`src/rtl/kp_pkg.sv`:
```
// Shared types and the key map of the matrix keypad scanner.
// Assumes a 4x4 matrix with rows and columns numbered 0..3.
package kp_pkg;

    // State codes; the numbers are visible on state_out.
    typedef enum logic [2:0] {
        ST_IDLE  = 3'd0,
        ST_SCAN0 = 3'd1,
        ST_SCAN1 = 3'd2,
        ST_SCAN2 = 3'd3,
        ST_SCAN3 = 3'd4,
        ST_HOLD  = 3'd5
    } kp_state_e;

    // Key code for a row/column crossing.
    function automatic logic [3:0] kp_key_code(input logic [1:0] row, input logic [1:0] col);
        logic [3:0] code;
        case (row)
            2'd0:    code = (col == 2'd3) ? 4'hA : 4'(col) + 4'd1;
            2'd1:    code = (col == 2'd3) ? 4'hB : 4'(col) + 4'd4;
            2'd2:    code = (col == 2'd3) ? 4'hC : 4'(col) + 4'd7;
            default: begin
                case (col)
                    2'd0:    code = 4'h0;
                    2'd1:    code = 4'hF;
                    2'd2:    code = 4'hE;
                    default: code = 4'hD;
                endcase
            end
        endcase
        return code;
    endfunction

endpackage

```
`src/rtl/kp_row_priority.sv`:
```
// Priority encoder over the row lines.
// Reports whether any row is high and the index of the lowest high row.
// Assumes the row lines are stable within a clock cycle.
module kp_row_priority #(
    parameter int ROWS = 4,
    localparam int RW  = (ROWS > 1) ? $clog2(ROWS) : 1
) (
    input  logic [ROWS-1:0] rows,
    output logic            any_row,
    output logic [RW-1:0]   row_idx
);

    // OR of all rows: a key is down somewhere in the driven columns.
    assign any_row = |rows;

    // Lowest-numbered high row wins; scan from the top so the low one is last.
    always_comb begin
        row_idx = '0;
        for (int r = ROWS - 1; r >= 0; r--) begin
            if (rows[r]) row_idx = RW'(r);
        end
    end

endmodule

```
`src/rtl/kp_scan_fsm.sv`:
```
// Sequencing machine of the keypad scanner: idle, four column scans, hold.
// Assumes any_row is the OR of the synchronized row lines.
// Synchronous active-low reset; unused state codes fall back to idle.
module kp_scan_fsm
    import kp_pkg::*;
#(
    parameter int COLS = 4,
    localparam int CW  = $clog2(COLS)
) (
    input  logic      clk,
    input  logic      rst_n,
    input  logic      any_row,
    output kp_state_e state,
    output logic      scanning,
    output logic [CW-1:0] scan_col,
    output logic      load_code
);

    kp_state_e state_nx;

    // State register.
    always_ff @(posedge clk) begin
        if (!rst_n) state <= ST_IDLE;
        else        state <= state_nx;
    end

    // Next-state choice from the current state and the row OR.
    always_comb begin
        case (state)
            ST_IDLE:  state_nx = any_row ? ST_SCAN0 : ST_IDLE;
            ST_SCAN0,
            ST_SCAN1,
            ST_SCAN2: state_nx = any_row ? ST_HOLD : kp_state_e'(state + 3'd1);
            ST_SCAN3: state_nx = any_row ? ST_HOLD : ST_IDLE;
            ST_HOLD:  state_nx = any_row ? ST_HOLD : ST_IDLE;
            default:  state_nx = ST_IDLE;
        endcase
    end

    // Scan flags: which column is active and whether the code is captured.
    always_comb begin
        scanning  = (state >= ST_SCAN0) && (state <= ST_SCAN3);
        scan_col  = CW'(state - 3'd1);
        load_code = scanning && any_row;
    end

endmodule

```
`src/rtl/kp_col_drive.sv`:
```
// Column line driver: all columns high outside scanning, one column while scanning.
// Assumes scan_col is meaningful only when scanning is high.
module kp_col_drive #(
    parameter int COLS = 4,
    localparam int CW  = $clog2(COLS)
) (
    input  logic            scanning,
    input  logic [CW-1:0]   scan_col,
    output logic [COLS-1:0] cols
);

    // One decode per column line.
    for (genvar c = 0; c < COLS; c++) begin : g_col
        assign cols[c] = !scanning || (scan_col == CW'(c));
    end

endmodule

```
`src/rtl/kp_scanner.sv`:
```
// Top of the 4x4 matrix keypad scanner.
// Finds a press with all columns driven, locates it column by column,
// holds the code until release. Rows must be synchronized to clk.
module kp_scanner
    import kp_pkg::*;
#(
    parameter int ROWS = 4,
    parameter int COLS = 4,
    localparam int RW  = $clog2(ROWS),
    localparam int CW  = $clog2(COLS)
) (
    input  logic            clk,
    input  logic            rst_n,
    input  logic [ROWS-1:0] row_in,
    output logic [COLS-1:0] col_out,
    output logic [3:0]      key_code,
    output logic            key_valid,
    output logic [2:0]      state_out
);

    logic          any_row;
    logic [RW-1:0] row_idx;
    kp_state_e     state;
    logic          scanning;
    logic [CW-1:0] scan_col;
    logic          load_code;

    kp_row_priority #(.ROWS(ROWS)) u_rows (
        .rows    (row_in),
        .any_row (any_row),
        .row_idx (row_idx)
    );

    kp_scan_fsm #(.COLS(COLS)) u_fsm (
        .clk       (clk),
        .rst_n     (rst_n),
        .any_row   (any_row),
        .state     (state),
        .scanning  (scanning),
        .scan_col  (scan_col),
        .load_code (load_code)
    );

    kp_col_drive #(.COLS(COLS)) u_cols (
        .scanning (scanning),
        .scan_col (scan_col),
        .cols     (col_out)
    );

    // Code register: loaded when a key is located, kept otherwise.
    always_ff @(posedge clk) begin
        if (!rst_n)         key_code <= 4'h0;
        else if (load_code) key_code <= kp_key_code(2'(row_idx), 2'(scan_col));
    end

    // Status outputs taken from the state register.
    assign key_valid = (state == ST_HOLD);
    assign state_out = state;

endmodule

```
`config.mk`:
```
export PLATFORM = sky130hd
export DESIGN_NAME = kp_scanner
export DESIGN_NICKNAME = d
export VERILOG_FILES = /design/src/rtl/kp_pkg.sv /design/src/rtl/kp_row_priority.sv /design/src/rtl/kp_scan_fsm.sv /design/src/rtl/kp_col_drive.sv /design/src/rtl/kp_scanner.sv
export SDC_FILE = /design/constraint.sdc
export NUM_CORES = 1
export LEC_CHECK = 0
export BUFFER_PORTS_ARGS = -buffer_cell sky130_fd_sc_hd__buf_2
export CAP_MARGIN = 20
export CORE_AREA = 2 2 39 41
export DETAILED_ROUTE_END_ITERATION = 8
export DIE_AREA = 0 0 41 43
export PLACE_DENSITY = 0.85
export SLEW_MARGIN = 20
export SYNTH_ARGS = -nofsm -noshare
export SYNTH_HDL_FRONTEND = slang
export SYNTH_HIERARCHICAL = 1
export SYNTH_SLANG_ARGS = --single-unit
```
`constraint.sdc`:
```
create_clock -name clk -period 3.15 [get_ports clk]
set_input_delay 0 -clock clk [delete_from_list [all_inputs] [get_ports clk]]
set_output_delay 0 -clock clk [all_outputs]
set_load 0.02 [all_outputs]
```
==> summary by stage, run 1 <==
Placement
Summed over all nets, the half-perimeter wirelength after detailed placement is roughly 1000 um. Routability-driven placement finished with a final weighted congestion of 0.828. The count of buffers inserted at the top-level ports is 17.

Global route
The maximum number of pins on one net before global-route repair is 13. Summed over all layers, the global routing overflow is 0. The via count of the first global-routing pass came to 590. The global-route wire length before repair is 2410 um. The total routing usage reported by global routing is 19.3%. The number of antenna violations at the first check in global routing is 0.

Route
The number of vias per cell after detailed routing is approximately 5.6. The residual DRC count is 0. The routed wire length is 1390 um. The violation count after the first detailed-routing iteration is 11. The pre-antenna-repair detailed-routing pass consisted of 4 iterations. The post-route antenna net violation count is 0. Dividing the detail-routed wire length by the instance count gives approximately 12 um. The vias after detailed routing is 649.

Synthesis
Averaged over all synthesized cells, the footprint is 7.81 sq um. The post-synthesis instance area is 617 sq um. The total number of yosys warnings is 6. Synthesis produced a little under 80 cells. The sequential element share of the synthesized area is between 20% and 30%. When the netlist entered floorplanning its net count stood at 95. The post-synthesis register bit count is 7.

Synthesis instantiated 29 different standard cells from the library.

Floorplanning
The floorplan step defined a die boundary enclosing 0.00176 sq mm. The area of the core is 0.00138 sq mm. The floorplan step set the die width to 41 um. The row count is 14. The count of pins on the block boundary is 18. The y dimension of the die is ~43 um. The starting utilization of the core area is between 40% and 50%.

Clock network
The source-to-sink clock delay at the later pin of the worst-skew pair is 250 ps. The clock sink count is 7. The buffer type at the clock tree root is sky130_fd_sc_hd__clkbuf_4.

Gates resized during post-CTS repair numbered 0. Buffers added to address setup during post-CTS repair amount to 0. The CTS tree is yes. The number of buffers added by the clock tree synthesis step is 3. After clock tree synthesis, the clock-pin slew on the worst setup and hold paths is 60 ps. Hold repair after CTS inserted 0 buffers. The number of levels the H-tree was split into is 1. The maximum buffer depth of the clock tree is 2.

Setup path
STA classifies the critical path endpoint as a flop. Data on the critical path arrives at its endpoint at 2290 ps. The worst setup path is launched from a flop. The startpoint-to-endpoint class of the critical path is reg2reg. The maximum fanout encountered on the critical timing path is 12. The launching point of the worst reg2reg path is u_fsm/state[0].

The startpoint of the most critical setup path is u_fsm/state[0]. At the worst endpoint, the required time is 3250 ps.

STA
Derived from the worst setup path, the maximum achievable clock frequency is 0.457 GHz. Setup repair after global routing left no endpoint under its margin. The final hold slack is 65.8 ps. Of the available clock period, the critical path in the final layout requires 69.5%. The sum of negative setup slack is 0 ps. The number of failing hold endpoints at the final stage is 0.

At the pin with the least slew margin, the transition time is 801 ps. Setup violations remaining at the end of the flow were counted as 0. Across the routed clock network, the largest skew measured is 4.15 ps. The tightest slew margin relative to the limit is 46.2%.

The worst path needs 2190 ps of the cycle, external delays included. The max-slew violation total from the final report came to 0.

Final layout
Compared with the post-synthesis result, the final layout area differs by 20.7%. The combined area of the multi-input logic cells is 435 sq um. Cells with a size suffix above 1 make up 25.3% of the layout. For this run, the post-layout net count is 116. The combined flip-flop and latch cell area is 140 sq um. Counting the fill cells in the layout gives 131. 0 antenna diodes ended up in the layout.

Worst hold path
The min-delay analysis places its worst path in the category in2reg. The worst hold path begins at rst_n.

Power and ir drop
In this run the static leakage power is around 0.37 nW. VDD sags by at most about 210 uV. Power spread over the standard cell area amounts to roughly 430 mW/mm^2.

Run
Across the run, the number of max-cap violations was 0.

Run status
The flow ran to the end, and the final reports show no timing, DRC or antenna violations.
## final timing paths
| kind | end | slack (ps) | cells past startpoint |
|---|---|---|---|
| worst max-delay path | key_code[1] | 960 | 8 |
| worst min-delay path | key_code[0] | 70 | 3 |
| worst max register to register | key_code[1] | 960 | 8 |
| worst min register to register | key_code[2] | 520 | 2 |
## area by class of cell
type,instances,area share (%)
sequential,7,18.8
tap,16,2.69
multi-input combinational,61,58.5
clock buffer,4,3.53
timing repair buffer,17,11.4
inverter,10,5.04
## stage by stage
| step | std cells | setup WS (ps) | instance area [sq um] | power (mW) | util, % |
|---|---|---|---|---|---|
| after detailed placement | 111 | 970 | 718 | 0.239 | 51.9 |
| after floorplan | 79 | 1000 | 617 | 0.201 | - |
| after CTS | 115 | 944 | 744 | 0.324 | 53.8 |
| after global placement | 111 | 1080 | 718 | 0.235 | 51.9 |
| final | 115 | 960 | 744 | 0.323 | 53.8 |
| after global routing | 115 | 769 | 744 | 0.347 | 53.8 |
## per-layer routing
layer / routed length [um] / GRT usage [%] / vias to the layer above
met4: 0 / 6.67 / 0
met3: 60 / 3.14 / 0
li1: - / - / 322
met1: 591 / 24.0 / 305
met2: 737 / 31.9 / 22
met5: 0 / 0 / -
## power by group
part           internal [mW]  total (mW)  leakage (nW)  switching [mW]
registers             0.0996       0.107        0.0579         0.00780
logic                 0.0469       0.131         0.296          0.0838
clock network         0.0485      0.0847        0.0150          0.0361
total                  0.195       0.323         0.369           0.128
## cell usage after synthesis
cell type	number	share of area, %
sky130_fd_sc_hd__nor2b_1	1	1.0
sky130_fd_sc_hd__nand2_1	5	3.0
sky130_fd_sc_hd__o311ai_1	1	1.4
sky130_fd_sc_hd__inv_1	9	5.5
sky130_fd_sc_hd__and2_1	1	1.0
sky130_fd_sc_hd__dfxtp_1	7	23
sky130_fd_sc_hd__clkbuf_1	1	0.61
sky130_fd_sc_hd__and4b_1	1	1.6
sky130_fd_sc_hd__a21oi_2	1	1.4
sky130_fd_sc_hd__inv_2	1	0.61
sky130_fd_sc_hd__a221oi_1	1	1.4
sky130_fd_sc_hd__nand4_1	2	2.0
sky130_fd_sc_hd__nor3_1	3	2.4
sky130_fd_sc_hd__o21ai_2	1	1.4
sky130_fd_sc_hd__a31oi_1	4	4.1
sky130_fd_sc_hd__o21ai_1	3	2.4
sky130_fd_sc_hd__or3b_1	2	2.8
sky130_fd_sc_hd__and2b_2	1	1.4
sky130_fd_sc_hd__ha_1	10	20
sky130_fd_sc_hd__o21bai_1	1	1.2
sky130_fd_sc_hd__a21oi_1	2	1.6
sky130_fd_sc_hd__nand2b_1	4	4.1
sky130_fd_sc_hd__o221ai_1	1	1.4
sky130_fd_sc_hd__nor3b_1	1	1.2
sky130_fd_sc_hd__o41ai_1	1	1.4
sky130_fd_sc_hd__or3_1	2	2.0
sky130_fd_sc_hd__mux2_2	1	1.8
sky130_fd_sc_hd__nor2_1	5	3.0
sky130_fd_sc_hd__o21ai_0	6	4.9
## placed cells by master (no fill, tap or decap), drive strengths merged, types with 2 or more instances in the layout
| cell | Yosys | layout |
|---|---|---|
| or3b | 2 | 2 |
| nand2b | 4 | 4 |
| nand4 | 2 | 2 |
| nand2 | 5 | 5 |
| nor3 | 3 | 3 |
| a21oi | 3 | 3 |
| inv | 10 | 10 |
| buf | 0 | 17 |
| dfxtp | 7 | 7 |
| nor2 | 5 | 5 |
| clkbuf | 1 | 4 |
| ha | 10 | 10 |
| o21ai | 10 | 10 |
| or3 | 2 | 2 |
| a31oi | 4 | 4 |
## worst max-delay path: stages (launching register included)
cell                       delay, ps
sky130_fd_sc_hd__dfxtp_1         410
sky130_fd_sc_hd__inv_1           210
sky130_fd_sc_hd__ha_1            360
sky130_fd_sc_hd__inv_1           180
sky130_fd_sc_hd__inv_1           110
sky130_fd_sc_hd__ha_1            300
sky130_fd_sc_hd__mux2_2          270
sky130_fd_sc_hd__nand4_1          90
sky130_fd_sc_hd__o221ai_1        100
## kinds of logic (layout without fill, tap and decap cells)
family	Yosys count	after routing	share of synthesized area, %
fa+ha+maj	10	10	20.3
simple gates	28	28	25.8
flops	7	7	22.7
buf+inv	11	31	6.69
mux	1	1	1.83
compound gates	22	22	22.7
## flip-flops by register name, indices dropped and copies added (netlist names)
| register | cells |
|---|---|
| u_fsm/state | 3 |
| key_code | 4 |
No activity file was read; power rests on OpenSTA's default activity.
==> run 2: changes to the inputs <==
Clock period 3.15 ns to 2.03 ns, I/O delays scaled along.
==> summary by stage, run 2 (same netlist as run 1, synthesis figures left out) <==
Final layout
The number of inserted diodes is 0. At the end of the flow, the number of nets in the layout was 118. The fraction of layout instances using a drive strength above 1 is 28.7%. From synthesis to final layout, the design area changed by 23.3%. The largest registers in the layout are key_code: 4 flops, u_fsm/state: 3 flops. The most common cell after layout, fill and taps aside is sky130_fd_sc_hd__buf_2. The flip-flop count of the largest register after layout is 4. The utilization after layout is a little over half. The cell area after layout is 761 sq um. In the layout the commonest cells are 17 x sky130_fd_sc_hd__buf_2, 10 x sky130_fd_sc_hd__ha_1, 8 x sky130_fd_sc_hd__inv_1. The register with the most flip-flops is key_code.

Power and ir drop
The total leakage power is ~0.38 nW. The overall power of the completed layout is 0.501 mW. The power density over cell area is 659 mW/mm^2.

VDD sags by at most around 210 uV.

Global route
The aggregate global routing overflow is 0. The via count of the first global-routing pass came to 588. The total routing usage reported by global routing is 17.6%. The number of antenna violations at the first check in global routing is 0. Entering global routing, the biggest net connects 12 pins. The first global-routing pass estimated 2220 um of wire.

STA
For this run, the top clock speed supported by timing is 0.526 GHz. The max-slew violation total from the final report is 0. The clock tree skew after final layout is between 0.5 and 0.6 ps. The number of failing hold endpoints at the final stage is 0. The final hold slack is 66.0 ps.

The final critical path takes up 93.7% of the cycle. The slew at the pin closest to its max-slew limit is 416 ps. The setup-violating endpoint count in the final report is 0. The tightest slew margin relative to the limit is a little under three quarters. For the final routed database, the setup TNS stands at 0 ps. Setup repair after global routing left no endpoint under its margin. The final critical delay including setup and external delays is 1900 ps.

Setup path
The startpoint-to-endpoint class of the critical path is reg2reg. STA classifies the critical path endpoint as a flop. The worst endpoint required time is around 2200 ps. The maximum fanout encountered on the critical timing path is 7. At the worst endpoint, the arrival time is 2020 ps. The kind of start point of the critical path is a flop.

Floorplanning
The y dimension of the die is 43 um. In this run the core area contains 14 standard-cell rows. The die is about 41 um wide. The floorplan step defined a die boundary enclosing 0.00176 sq mm. The count of pins on the block boundary is 18. The area of the core is roughly 0.0014 sq mm. The initial utilization of the core area, before any placement, comes to approximately 45%.

Placement
The count of buffers inserted at the top-level ports is 17. The instance area at placement is 734 sq um. The wire-length estimate of the detail-placed layout is 1120 um. Routability-driven placement finished with a final weighted congestion of 0.808.

Route
Detailed routing inserted a total of 650 vias. The routed wirelength normalized by instance count is 12.1 um. The routed wire length is 1420 um. The violation count after the first detailed-routing iteration is 16. The first-pass iteration count of the detailed router is 4. The number of vias per cell after detailed routing is 5.56.

For this run, design rule violations remaining after detail routing come to 0. In this run the remaining antenna-violating nets after routing total 0.

Clock network
The clock passes through at most 2 buffers. In this run the number of H-tree levels came out at 1. The clock slew seen by the registers of the worst setup and hold paths is 50 ps. TritonCTS built the clock tree. The number of buffers added by the clock tree synthesis step is 3. The buffer type at the clock tree root is sky130_fd_sc_hd__clkbuf_4.

The clock sink count is 7. For the worst-skew pair, the clock arrives at the later sink with an insertion delay of 240 ps. In this run, post-CTS hold repair placed 0 buffers. In this run the post-CTS setup repair buffer count came out at 0.

Run status
The run finished with clean final reports.

Run
The number of violations of the max-capacitance limit is 0.

Worst hold path
The classification of the worst-slack hold path is in2reg.
## run 2: changes by cell type in the layout (fill, tap and decap cells not counted)
| cell | delta |
|---|---|
| sky130_fd_sc_hd__inv_1 | -1 |
| sky130_fd_sc_hd__o21ai_1 | +1 |
| sky130_fd_sc_hd__o21ai_0 | -1 |
| sky130_fd_sc_hd__dfxtp_2 | +1 |
| sky130_fd_sc_hd__buf_4 | +2 |
| sky130_fd_sc_hd__inv_2 | +1 |
| sky130_fd_sc_hd__dfxtp_1 | -1 |
## run 2: power by group
group	leakage (nW)	switching, mW	internal, mW
registers	0.0581	0.0134	0.155
logic	0.305	0.131	0.0772
clock network	0.0150	0.0500	0.0749
## run 2: final cells by class
cell class,count,area (sq um)
fillers,148,623
clock buffers,4,26.3
multi-input cells,61,435
inverters,10,37.5
repair buffers,19,100
flip-flops and latches,7,141
well taps,16,20.0
## run 2: routing by layer
metal | up-vias | wire length [um] | global-route usage (%)
li1 | 325 | - | -
met1 | 301 | 574 | 16.9
met2 | 22 | 784 | 34.4
met3 | 2 | 45 | 2.09
met4 | 0 | 17 | 6.00
met5 | - | 0 | 0
## run 2: per-stage QoR
step / std cells / worst slack (ps)
3_5_place_dp: 113 / 56.5
6_report: 117 / 128
3_3_place_gp: 113 / 143
5_1_grt: 117 / 25.3
2_1_floorplan: 79 / 25.8
4_1_cts: 117 / 54.0
## run 2: worst paths after layout
path | from | to | slack [ps] | depth (start not counted)
min | rst_n | key_code[0] | 70 | 3
max reg2reg | u_fsm/state[1] | key_code[0] | 130 | 8
max | u_fsm/state[1] | key_code[0] | 130 | 8
min reg2reg | key_code[1] | key_code[1] | 530 | 2
## run 2: what timing repair did
| item | 4_1_cts | 5_1_grt |
|---|---|---|
| hold endpoints to repair | 0 | 0 |
| setup endpoints to repair | 0 | 4 |
| resized for setup | 0 | 2 |
## run 2: worst max-delay path, stage by stage (launching register included)
cell and delay (ps):
sky130_fd_sc_hd__dfxtp_1 420, sky130_fd_sc_hd__inv_1 90, sky130_fd_sc_hd__ha_1 300, sky130_fd_sc_hd__inv_2 120
sky130_fd_sc_hd__inv_1 90, sky130_fd_sc_hd__ha_1 200, sky130_fd_sc_hd__or3b_1 360, sky130_fd_sc_hd__o311ai_1 90
sky130_fd_sc_hd__a31oi_1 110
